`config.mk`:
```
export PLATFORM = sky130hd
export DESIGN_NAME = etu_wait_timer
export DESIGN_NICKNAME = d
export VERILOG_FILES = /design/src/rtl/etu_wait_pkg.sv /design/src/rtl/wt_regs.sv /design/src/rtl/wt_channel.sv /design/src/rtl/etu_wait_timer.sv
export SDC_FILE = /design/constraint.sdc
export NUM_CORES = 1
export LEC_CHECK = 0
export BUFFER_PORTS_ARGS = -buffer_cell sky130_fd_sc_hd__buf_4
export CAP_MARGIN = 20
export CORE_AREA = 2 2 89 82
export CTS_BUF_LIST = sky130_fd_sc_hd__clkbuf_4 sky130_fd_sc_hd__clkbuf_8 sky130_fd_sc_hd__clkbuf_16
export DETAILED_ROUTE_END_ITERATION = 6
export DIE_AREA = 0 0 91 84
export PLACE_DENSITY = 0.77
export SYNTH_ARGS = -nofsm -noshare
export SYNTH_HDL_FRONTEND = slang
export SYNTH_SLANG_ARGS = --single-unit
```
`constraint.sdc`:
```
create_clock -name clk -period 4.7 [get_ports clk]
set_input_delay 0.235 -clock clk [delete_from_list [all_inputs] [get_ports clk]]
set_output_delay 0.235 -clock clk [all_outputs]
set_load 0.01 [all_outputs]
```
`src/rtl/etu_wait_pkg.sv`:
```
package etu_wait_pkg;

    typedef enum logic [1:0] {
        RUN_OFF      = 2'b00,
        RUN_ON_WRITE = 2'b01,
        RUN_ON_SBIT  = 2'b10,
        RUN_FREE     = 2'b11
    } run_mode_e;

    typedef enum logic [1:0] {
        CH_IDLE  = 2'b00,
        CH_ARMED = 2'b01,
        CH_COUNT = 2'b10
    } ch_state_e;

    localparam logic [1:0] CFG_ADDR  = 2'd3;
    localparam int         SPLIT_BIT = 4;

endpackage

```
`src/rtl/wt_regs.sv`:
```
module wt_regs
    import etu_wait_pkg::*;
#(
    parameter int DW = 8
) (
    input  logic                clk,
    input  logic                rst_n,
    input  logic                wr_en,
    input  logic [1:0]          wr_addr,
    input  logic [DW-1:0]       wr_data,
    output logic [2:0][DW-1:0]  rl_next,
    output logic                split_q,
    output logic                split_next,
    output logic                cfg_wr,
    output logic                top_wr_a,
    output logic                top_wr_b,
    output run_mode_e           mode_a,
    output run_mode_e           mode_b
);

    logic [2:0][DW-1:0] rl_q;

    always_ff @(posedge clk or negedge rst_n) begin
        if (!rst_n) begin
            rl_q    <= '0;
            split_q <= 1'b0;
        end else begin
            rl_q    <= rl_next;
            split_q <= split_next;
        end
    end

    // Written byte is forwarded so a load in the same cycle sees it.
    always_comb begin
        for (int i = 0; i < 3; i++) begin
            rl_next[i] = (wr_en && wr_addr == 2'(i)) ? wr_data : rl_q[i];
        end
    end

    assign cfg_wr     = wr_en && (wr_addr == CFG_ADDR);
    assign split_next = cfg_wr ? wr_data[SPLIT_BIT] : split_q;
    assign mode_a     = run_mode_e'(wr_data[1:0]);
    assign mode_b     = wr_data[SPLIT_BIT] ? run_mode_e'(wr_data[3:2]) : RUN_OFF;
    assign top_wr_a   = wr_en && (wr_addr == (split_q ? 2'd1 : 2'd2));
    assign top_wr_b   = wr_en && split_q && (wr_addr == 2'd2);

endmodule

```
`src/rtl/wt_channel.sv`:
```
module wt_channel
    import etu_wait_pkg::*;
#(
    parameter int W = 8
) (
    input  logic          clk,
    input  logic          rst_n,
    input  logic          cfg_wr,
    input  run_mode_e     mode_in,
    input  logic          restart,
    input  logic          start_bit,
    input  logic          tick,
    input  logic [W-1:0]  load_val,
    output logic          expire
);

    ch_state_e        st_q, st_d;
    run_mode_e        mode_q, mode_d;
    logic [W-1:0]     cnt_q, cnt_d;
    logic             reload_evt;
    logic             last;

    assign last       = (cnt_q == W'(1));
    assign reload_evt = (mode_q == RUN_ON_SBIT  && start_bit) ||
                        (mode_q == RUN_ON_WRITE && restart);

    always_ff @(posedge clk or negedge rst_n) begin
        if (!rst_n) begin
            st_q   <= CH_IDLE;
            mode_q <= RUN_OFF;
            cnt_q  <= '0;
        end else begin
            st_q   <= st_d;
            mode_q <= mode_d;
            cnt_q  <= cnt_d;
        end
    end

    always_comb begin
        st_d   = st_q;
        mode_d = mode_q;
        cnt_d  = cnt_q;
        if (cfg_wr) begin
            mode_d = mode_in;
            unique case (mode_in)
                RUN_OFF:     st_d = CH_IDLE;
                RUN_ON_SBIT: st_d = CH_ARMED;
                default: begin
                    st_d  = CH_COUNT;
                    cnt_d = load_val;
                end
            endcase
        end else begin
            unique case (st_q)
                CH_IDLE: begin
                    if (mode_q == RUN_ON_WRITE && restart) begin
                        st_d  = CH_COUNT;
                        cnt_d = load_val;
                    end
                end
                CH_ARMED: begin
                    if (start_bit) begin
                        st_d  = CH_COUNT;
                        cnt_d = load_val;
                    end
                end
                CH_COUNT: begin
                    if (reload_evt) begin
                        cnt_d = load_val;
                    end else if (tick) begin
                        if (last) begin
                            if (mode_q == RUN_FREE)         cnt_d = load_val;
                            else if (mode_q == RUN_ON_SBIT) st_d  = CH_ARMED;
                            else                            st_d  = CH_IDLE;
                        end else begin
                            cnt_d = cnt_q - W'(1);
                        end
                    end
                end
                default: st_d = CH_IDLE;
            endcase
        end
    end

    always_comb begin
        expire = (st_q == CH_COUNT) && tick && last && !cfg_wr && !reload_evt;
    end

endmodule

```
`src/rtl/etu_wait_timer.sv`:
```
module etu_wait_timer
    import etu_wait_pkg::*;
#(
    parameter int DW = 8
) (
    input  logic          clk,
    input  logic          rst_n,
    input  logic          wr_en,
    input  logic [1:0]    wr_addr,
    input  logic [DW-1:0] wr_data,
    input  logic          etu_tick,
    input  logic          start_bit,
    input  logic          stat_rd,
    output logic          flag_a,
    output logic          flag_b,
    output logic          irq
);

    localparam int LO_W  = 2 * DW;
    localparam int TOT_W = 3 * DW;

    logic [2:0][DW-1:0] rl_next;
    logic               split_q, split_next, cfg_wr, top_wr_a, top_wr_b;
    run_mode_e          mode_a, mode_b;
    logic [LO_W-1:0]    lo_val;
    logic [TOT_W-1:0]   load_a;
    logic               exp_a, exp_b;

    wt_regs #(.DW(DW)) u_regs (
        .clk        (clk),
        .rst_n      (rst_n),
        .wr_en      (wr_en),
        .wr_addr    (wr_addr),
        .wr_data    (wr_data),
        .rl_next    (rl_next),
        .split_q    (split_q),
        .split_next (split_next),
        .cfg_wr     (cfg_wr),
        .top_wr_a   (top_wr_a),
        .top_wr_b   (top_wr_b),
        .mode_a     (mode_a),
        .mode_b     (mode_b)
    );

    // Split mode: a zero value means the full 16-bit range.
    assign lo_val = {rl_next[1], rl_next[0]};
    assign load_a = split_next
                  ? ((lo_val == '0) ? (TOT_W'(1) << LO_W) : TOT_W'(lo_val))
                  : {rl_next[2], rl_next[1], rl_next[0]};

    wt_channel #(.W(TOT_W)) u_chan_a (
        .clk       (clk),
        .rst_n     (rst_n),
        .cfg_wr    (cfg_wr),
        .mode_in   (mode_a),
        .restart   (top_wr_a),
        .start_bit (start_bit),
        .tick      (etu_tick),
        .load_val  (load_a),
        .expire    (exp_a)
    );

    wt_channel #(.W(DW)) u_chan_b (
        .clk       (clk),
        .rst_n     (rst_n),
        .cfg_wr    (cfg_wr),
        .mode_in   (mode_b),
        .restart   (top_wr_b),
        .start_bit (start_bit),
        .tick      (etu_tick),
        .load_val  (rl_next[2]),
        .expire    (exp_b)
    );

    always_ff @(posedge clk or negedge rst_n) begin
        if (!rst_n) begin
            flag_a <= 1'b0;
            flag_b <= 1'b0;
        end else begin
            flag_a <= exp_a || (flag_a && !stat_rd);
            flag_b <= exp_b || (flag_b && !stat_rd);
        end
    end

    assign irq = flag_a || flag_b;

endmodule

```
After elaboration in Yosys (flattened, before gate mapping)
Cells that the tools add are included.
{"block": "word_totals", "mem_bits_ro": 0, "mem_bits_rw": 0, "memories": 0, "latchBits": 0, "inputBits": 16, "ff_bits": 67}
{"block": "classes", "magnitude_cmp": 0, "n_mux": 45, "addsub": 2, "eq_ne": 36, "n_div": 0, "bitwise_logic": 0, "shifts": 0, "n_reduce_logical": 44, "multipliers": 0}
{"op": "$mux W24", "count": 9}
{"op": "$mux W8", "count": 11}
{"op": "$pmux W24 S3", "count": 1}
{"op": "$mux W2", "count": 15}
{"op": "$eq A24 B1 Y1 const B", "count": 1}
{"op": "$ne A3 B2 Y1 const B", "count": 8}
{"op": "$pmux W8 S3", "count": 1}
{"op": "$reduce_and A6 Y1", "count": 4}
{"op": "$sub A24 B1 Y24 const B", "count": 1}
{"op": "$logic_and A1 B1 Y1", "count": 21}
{"op": "$eq A2 B2 Y1 const B", "count": 10}
{"op": "$mux W17", "count": 1}
{"op": "$logic_not A16 Y1", "count": 1}
{"op": "$ne A3 B1 Y1 const B", "count": 4}
{"op": "$pmux W2 S3", "count": 2}
{"op": "$eq A2 B1 Y1 const B", "count": 5}
{"op": "$logic_not A2 Y1", "count": 5}
{"op": "$ne A5 B3 Y1 const B", "count": 2}
{"op": "$eq A8 B1 Y1 const B", "count": 1}
{"op": "$ne A4 B2 Y1 const B", "count": 2}
{"op": "$pmux W2 S2", "count": 2}
{"op": "$reduce_bool A4 Y1", "count": 2}
{"op": "$sub A8 B1 Y8 const B", "count": 1}
{"op": "$logic_or A1 B1 Y1", "count": 5}
{"op": "other kinds (5)", "count": 12}

Logic depth before layout (Yosys ltp)
{"block": "depth", "depth_word": 12, "depth_mapped": 9}

Hierarchy
Synthesis repeated with hierarchy kept, for this count alone.
{"block": "hier_totals", "hier_cells": 415, "hier_area_um2": 4181.5}
{"module": "wt_channel at u_chan_a", "area_each_um2": 2062.0, "instances": 1, "cells_per_inst": 226, "seq_area_each_um2": 700.7}
{"module": "wt_regs", "area_each_um2": 1014.7, "instances": 1, "cells_per_inst": 63, "seq_area_each_um2": 625.6}
{"module": "wt_channel at u_chan_b", "area_each_um2": 867.1, "instances": 1, "cells_per_inst": 89, "seq_area_each_um2": 300.3}
{"module": "etu_wait_timer", "area_each_um2": 237.7, "instances": 1, "cells_per_inst": 37, "seq_area_each_um2": 50.0}

Least setup slack after synthesis
OpenSTA, ideal clock, no wires.
{"block": "synth_timing", "path_type": "register to register", "start": "register u_chan_a.cnt_q[18]", "end": "register u_chan_a.cnt_q[7]", "slack_ns": 2.031, "setup_time_ns": 0.122, "arrival_time_ns": 2.548, "required_ns": 4.578, "path_stages_with_launch": 9, "period_less_slack_ns": 2.669, "path_buffers": 2, "cell_sequence": "dfrtp_1 or4_4 or4_4 or4_4 buf_6 nand2_8 buf_6 o21ai_2 a32o_1"}
{"block": "synth_between", "elab_chain_len": 6}
{"item": "start: declaration", "line": "wt_channel.sv:19", "rtl": "logic [W-1:0] cnt_q, cnt_d;"}
{"item": "start signal: assignment", "line": "wt_channel.sv:35", "rtl": "cnt_q <= cnt_d;"}
{"item": "$eq A24 B1 Y1 (*)", "line": "wt_channel.sv:23", "rtl": "assign last = (cnt_q == W'(1));"}
{"item": "$mux W24", "line": "wt_channel.sv:71", "rtl": "if (last) begin"}
{"item": "$mux W24", "line": "wt_channel.sv:70", "rtl": "end else if (tick) begin"}
{"item": "$mux W24", "line": "wt_channel.sv:68", "rtl": "if (reload_evt) begin"}
{"item": "$pmux W24 S3", "line": "wt_channel.sv:54", "rtl": "unique case (st_q)"}
{"item": "$mux W24", "line": "wt_channel.sv:43", "rtl": "if (cfg_wr) begin"}
Every way passes the cells marked *; elsewhere a longest branch is shown, timed or not. The select of a mux whose other input is x is not followed.
A chain may end at the register's enable or synchronous reset.

Worst setup path in the final report
{"block": "layout_timing", "start": "register u_regs.split_q", "end": "register u_chan_a.cnt_q[5]"}
{"block": "layout_between", "elab_chain_len": 8}
{"item": "start: declaration", "line": "wt_regs.sv:12", "rtl": "output logic split_q,"}
{"item": "start signal: assignment", "line": "wt_regs.sv:29", "rtl": "split_q <= split_next;"}
{"item": "$mux W1 or $mux W2 (tied branches)", "line": "wt_regs.sv:41, wt_regs.sv:44"}
{"item": "$mux W24 or $eq A2 B2 Y1 (tied branches)", "line": "etu_wait_timer.sv:48, wt_regs.sv:44"}
{"item": "$mux W24 or $logic_and A1 B1 Y1 (tied branches)", "line": "wt_channel.sv:72, wt_regs.sv:44"}
{"item": "$mux W24 or $logic_and A1 B1 Y1 (tied branches)", "line": "wt_channel.sv:71, wt_channel.sv:25, wt_channel.sv:56"}
{"item": "$mux W24 or $logic_or A1 B1 Y1 (tied branches)", "line": "wt_channel.sv:70, wt_channel.sv:24"}
{"item": "$mux W24", "line": "wt_channel.sv:68"}
{"item": "$pmux W24 S3", "line": "wt_channel.sv:54"}
{"item": "$mux W24", "line": "wt_channel.sv:43"}
Parallel ways exist; a longest one is shown, timed or not. The select of a mux whose other input is x is not followed.

==> impl_metrics.json <==
{
  "outcome": "complete, but fails checks",
  "violations": "negative hold slack",
  "initial_core_util_pct": 57.7,
  "ctsResizeCount": 0,
  "place_area_um2": 4120,
  "clk_latency_ps": 350,
  "ir_worst_vdd_mv": 0.250,
  "overflow": 0,
  "placed_cells": 511,
  "leakagePower_uw": 0.00179,
  "async_flop_share_pct": 100,
  "drive_gt1_share_pct": 17.5,
  "drc_errors": 0,
  "synth_top_cell_by_area": "dfrtp_1",
  "cp-end-kind": "flop",
  "yosysUniqueCellTypes": 65,
  "synth.area.top_cells": "dfrtp_1, mux2_2, mux2i_1, nand2_1, nor2_1",
  "portBuffers": 18,
  "antenna_left": 0,
  "syn_to_final_growth_pct": 9.80,
  "fmax_mhz": 317,
  "yosysSeqAreaShare_pct": 42.6,
  "io_pins": 19,
  "maxCapViolations": 0,
  "synth-edff-count": 0,
  "finalWeightedCongestion": 0.940,
  "dieArea_um2": 7640,
  "synth-seq-cells": 67,
  "postLayoutCoreUtil_pct": 63.3,
  "core_um2": 6820,
  "worstHoldPathType": "input pin to async pin",
  "grt_pass1_vias": 3049,
  "worst_pin_slew_ps": 1020,
  "crit_fanout": 20,
  "root_buffer": "clkbuf_8",
  "postLayoutSetupSlackWorst_ps": 1540,
  "drtPass1Iterations": 5,
  "start_kind": "flop",
  "row_count": 29,
  "skew_ps": 8.81,
  "cts_made_buffers": 9,
  "final_area_um2": 4320,
  "maxSlewViolCount": 0,
  "syn_avg_cell_area_um2": 9.48,
  "hold_viol": 28,
  "tns_ps": 0,
  "ctsHoldBuffers": 0,
  "whs_ps": -22.8,
  "rsz0062_at_grt": "false",
  "grt_pass1_wl_mm": 15.6,
  "via_count": 3325,
  "routedWlPerCell_um": 17.9,
  "viasPerCell": 6.30,
  "antenna_found_initial": 0,
  "cp_slowest_cell": "a221oi_2",
  "syn_nets": 439,
  "track_usage_pct": 25.9,
  "period_share_pct": 67.2,
  "synth_ff_type": "dfrtp_1",
  "die_x_um": 91,
  "clockBufferDepth": 2,
  "grt_max_degree": 68,
  "nets": 454,
  "wirelength_mm": 9.44,
  "fp.dieH_um": 84,
  "yosysWarnings": 0,
  "post_cts_buffers": 0,
  "cts_tree": "yes",
  "finalCriticalPeriod_ps": 3160,
  "clkTransAtPathRegs_ps": 80,
  "syn_inst": 415,
  "clock_sink_count": 67,
  "path_cells": "or3b_1 > a211oi_2 > o311ai_1 > a221oi_2 > buf_4 > o21ai_0 > a22o_1",
  "syn_area_um2": 3930,
  "finalNonFillerCells": 528,
  "dpl.hpwl_mm": 6.60,
  "relSlewSlack_pct": 32.0,
  "worst_path_largest_cell_delay_ps": 830,
  "yosys.area.top_type_share_pct": 42.6,
  "worstPathRequired_ps": 4940,
  "place_ws_ps": 1620,
  "synthTopCellsByCount": "dfrtp_1, nand2_1, nor2_1, inv_1, mux2_2",
  "setup_viol": 0,
  "drt_iter0_markers": 252,
  "diodes": 0,
  "synth.most_common_cell": "dfrtp_1",
  "power_density_nw_per_um2": 580,
  "path_class": "flop to flop",
  "htree_levels": 3,
  "worst-endpoint-arrival_ps": 3400
}
-- path summary, 6_finish.rpt --
kind                               startpoint                  to  slack (ps)  cells past startpoint
max                            u_regs.split_q   u_chan_a.cnt_q[5]        1540                      7
min                                     rst_n    u_chan_b.st_q[0]         -20                      1
max reg2reg                    u_regs.split_q   u_chan_a.cnt_q[5]        1540                      7
min reg2reg                u_chan_a.cnt_q[22]  u_chan_a.cnt_q[22]         490                      1
max in group asynchronous               rst_n   u_chan_b.cnt_q[5]        4170                      1
min in group clk                      stat_rd              flag_a          70                      2
-- metrics by stage --
stage / total power [uW] / hold slack, ps
3_3_place_gp: 1960 / 388
4_1_cts: 2480 / 19.7
6_report: 2510 / -22.8
2_1_floorplan: 1750 / -60.6
3_5_place_dp: 2000 / 395
5_1_grt: 2680 / 64.4
-- critical path: cells and delay by family (launching register included) --
family / cells / cell delay [ps]
AO/OA/AOI/OAI: 5 / 1880
flip-flops: 1 / 410
buffers and inverters: 1 / 380
AND/OR/NAND/NOR: 1 / 400
-- area by class of cell --
type | instances | area, um2
inverters | 28 | 105
fillers | 558 | 2500
well taps | 93 | 116
flip-flops and latches | 67 | 1680
multi-input cells | 301 | 2060
clock buffers | 9 | 124
clock inverters | 7 | 68.8
repair buffers | 23 | 173
-- where the power goes --
part | internal (uW) | switching [uW] | leakage [uW]
sequential | 770 | 182 | 0.000814
clock | 243 | 243 | 0.0000950
combinational | 448 | 621 | 0.000880
-- layout by cell type (no fill, tap or decap), types with 4 or more instances in the layout --
master / Yosys / layout
nor4_1: 10 / 10
nand2_1: 33 / 33
o2bb2ai_1: 9 / 9
buf_4: 1 / 23
o22a_1: 4 / 4
and3_1: 4 / 4
ha_1: 8 / 8
nor2_1: 30 / 30
mux2i_1: 15 / 15
o21ai_0: 19 / 19
nand4_1: 4 / 4
dfrtp_1: 67 / 67
a22o_1: 7 / 7
nand3_1: 7 / 7
mux2_2: 21 / 21
nor3_1: 19 / 19
o22ai_1: 4 / 4
nand3b_1: 6 / 6
a22oi_1: 6 / 6
a21oi_1: 13 / 13
clkbuf_8: 0 / 9
o21ai_1: 20 / 20
inv_1: 28 / 28
-- logic make-up (layout without fill, tap and decap cells) --
| family | Yosys count | after routing | synth area share, % |
|---|---|---|---|
| buf+inv | 47 | 67 | 5.28 |
| flops | 67 | 67 | 42.6 |
| compound gates | 119 | 119 | 21.1 |
| fa+ha+maj | 8 | 8 | 2.54 |
| mux | 37 | 37 | 10.1 |
| simple gates | 137 | 137 | 18.3 |
-- registers in the layout, indices dropped and copies added (netlist names) --
register         count
u_chan_b.cnt_q       8
u_chan_a.st_q        2
u_regs.rl_q         24
u_chan_b.mode_q      2
flag_a               1
u_regs.split_q       1
u_chan_a.mode_q      2
u_chan_a.cnt_q      24
u_chan_b.st_q        2
flag_b               1
-- metal layers --
metal	vias up	wire, um	share of wire (%)	GRT usage [%]
met1	1618	4490	48	38.6
met2	116	4250	45	38.7
li1	1577	-	-	-
met3	14	516	5.5	3.61
met4	0	187	2.0	8.95
met5	-	0	0	0
(Power assumes the default switching activity.)
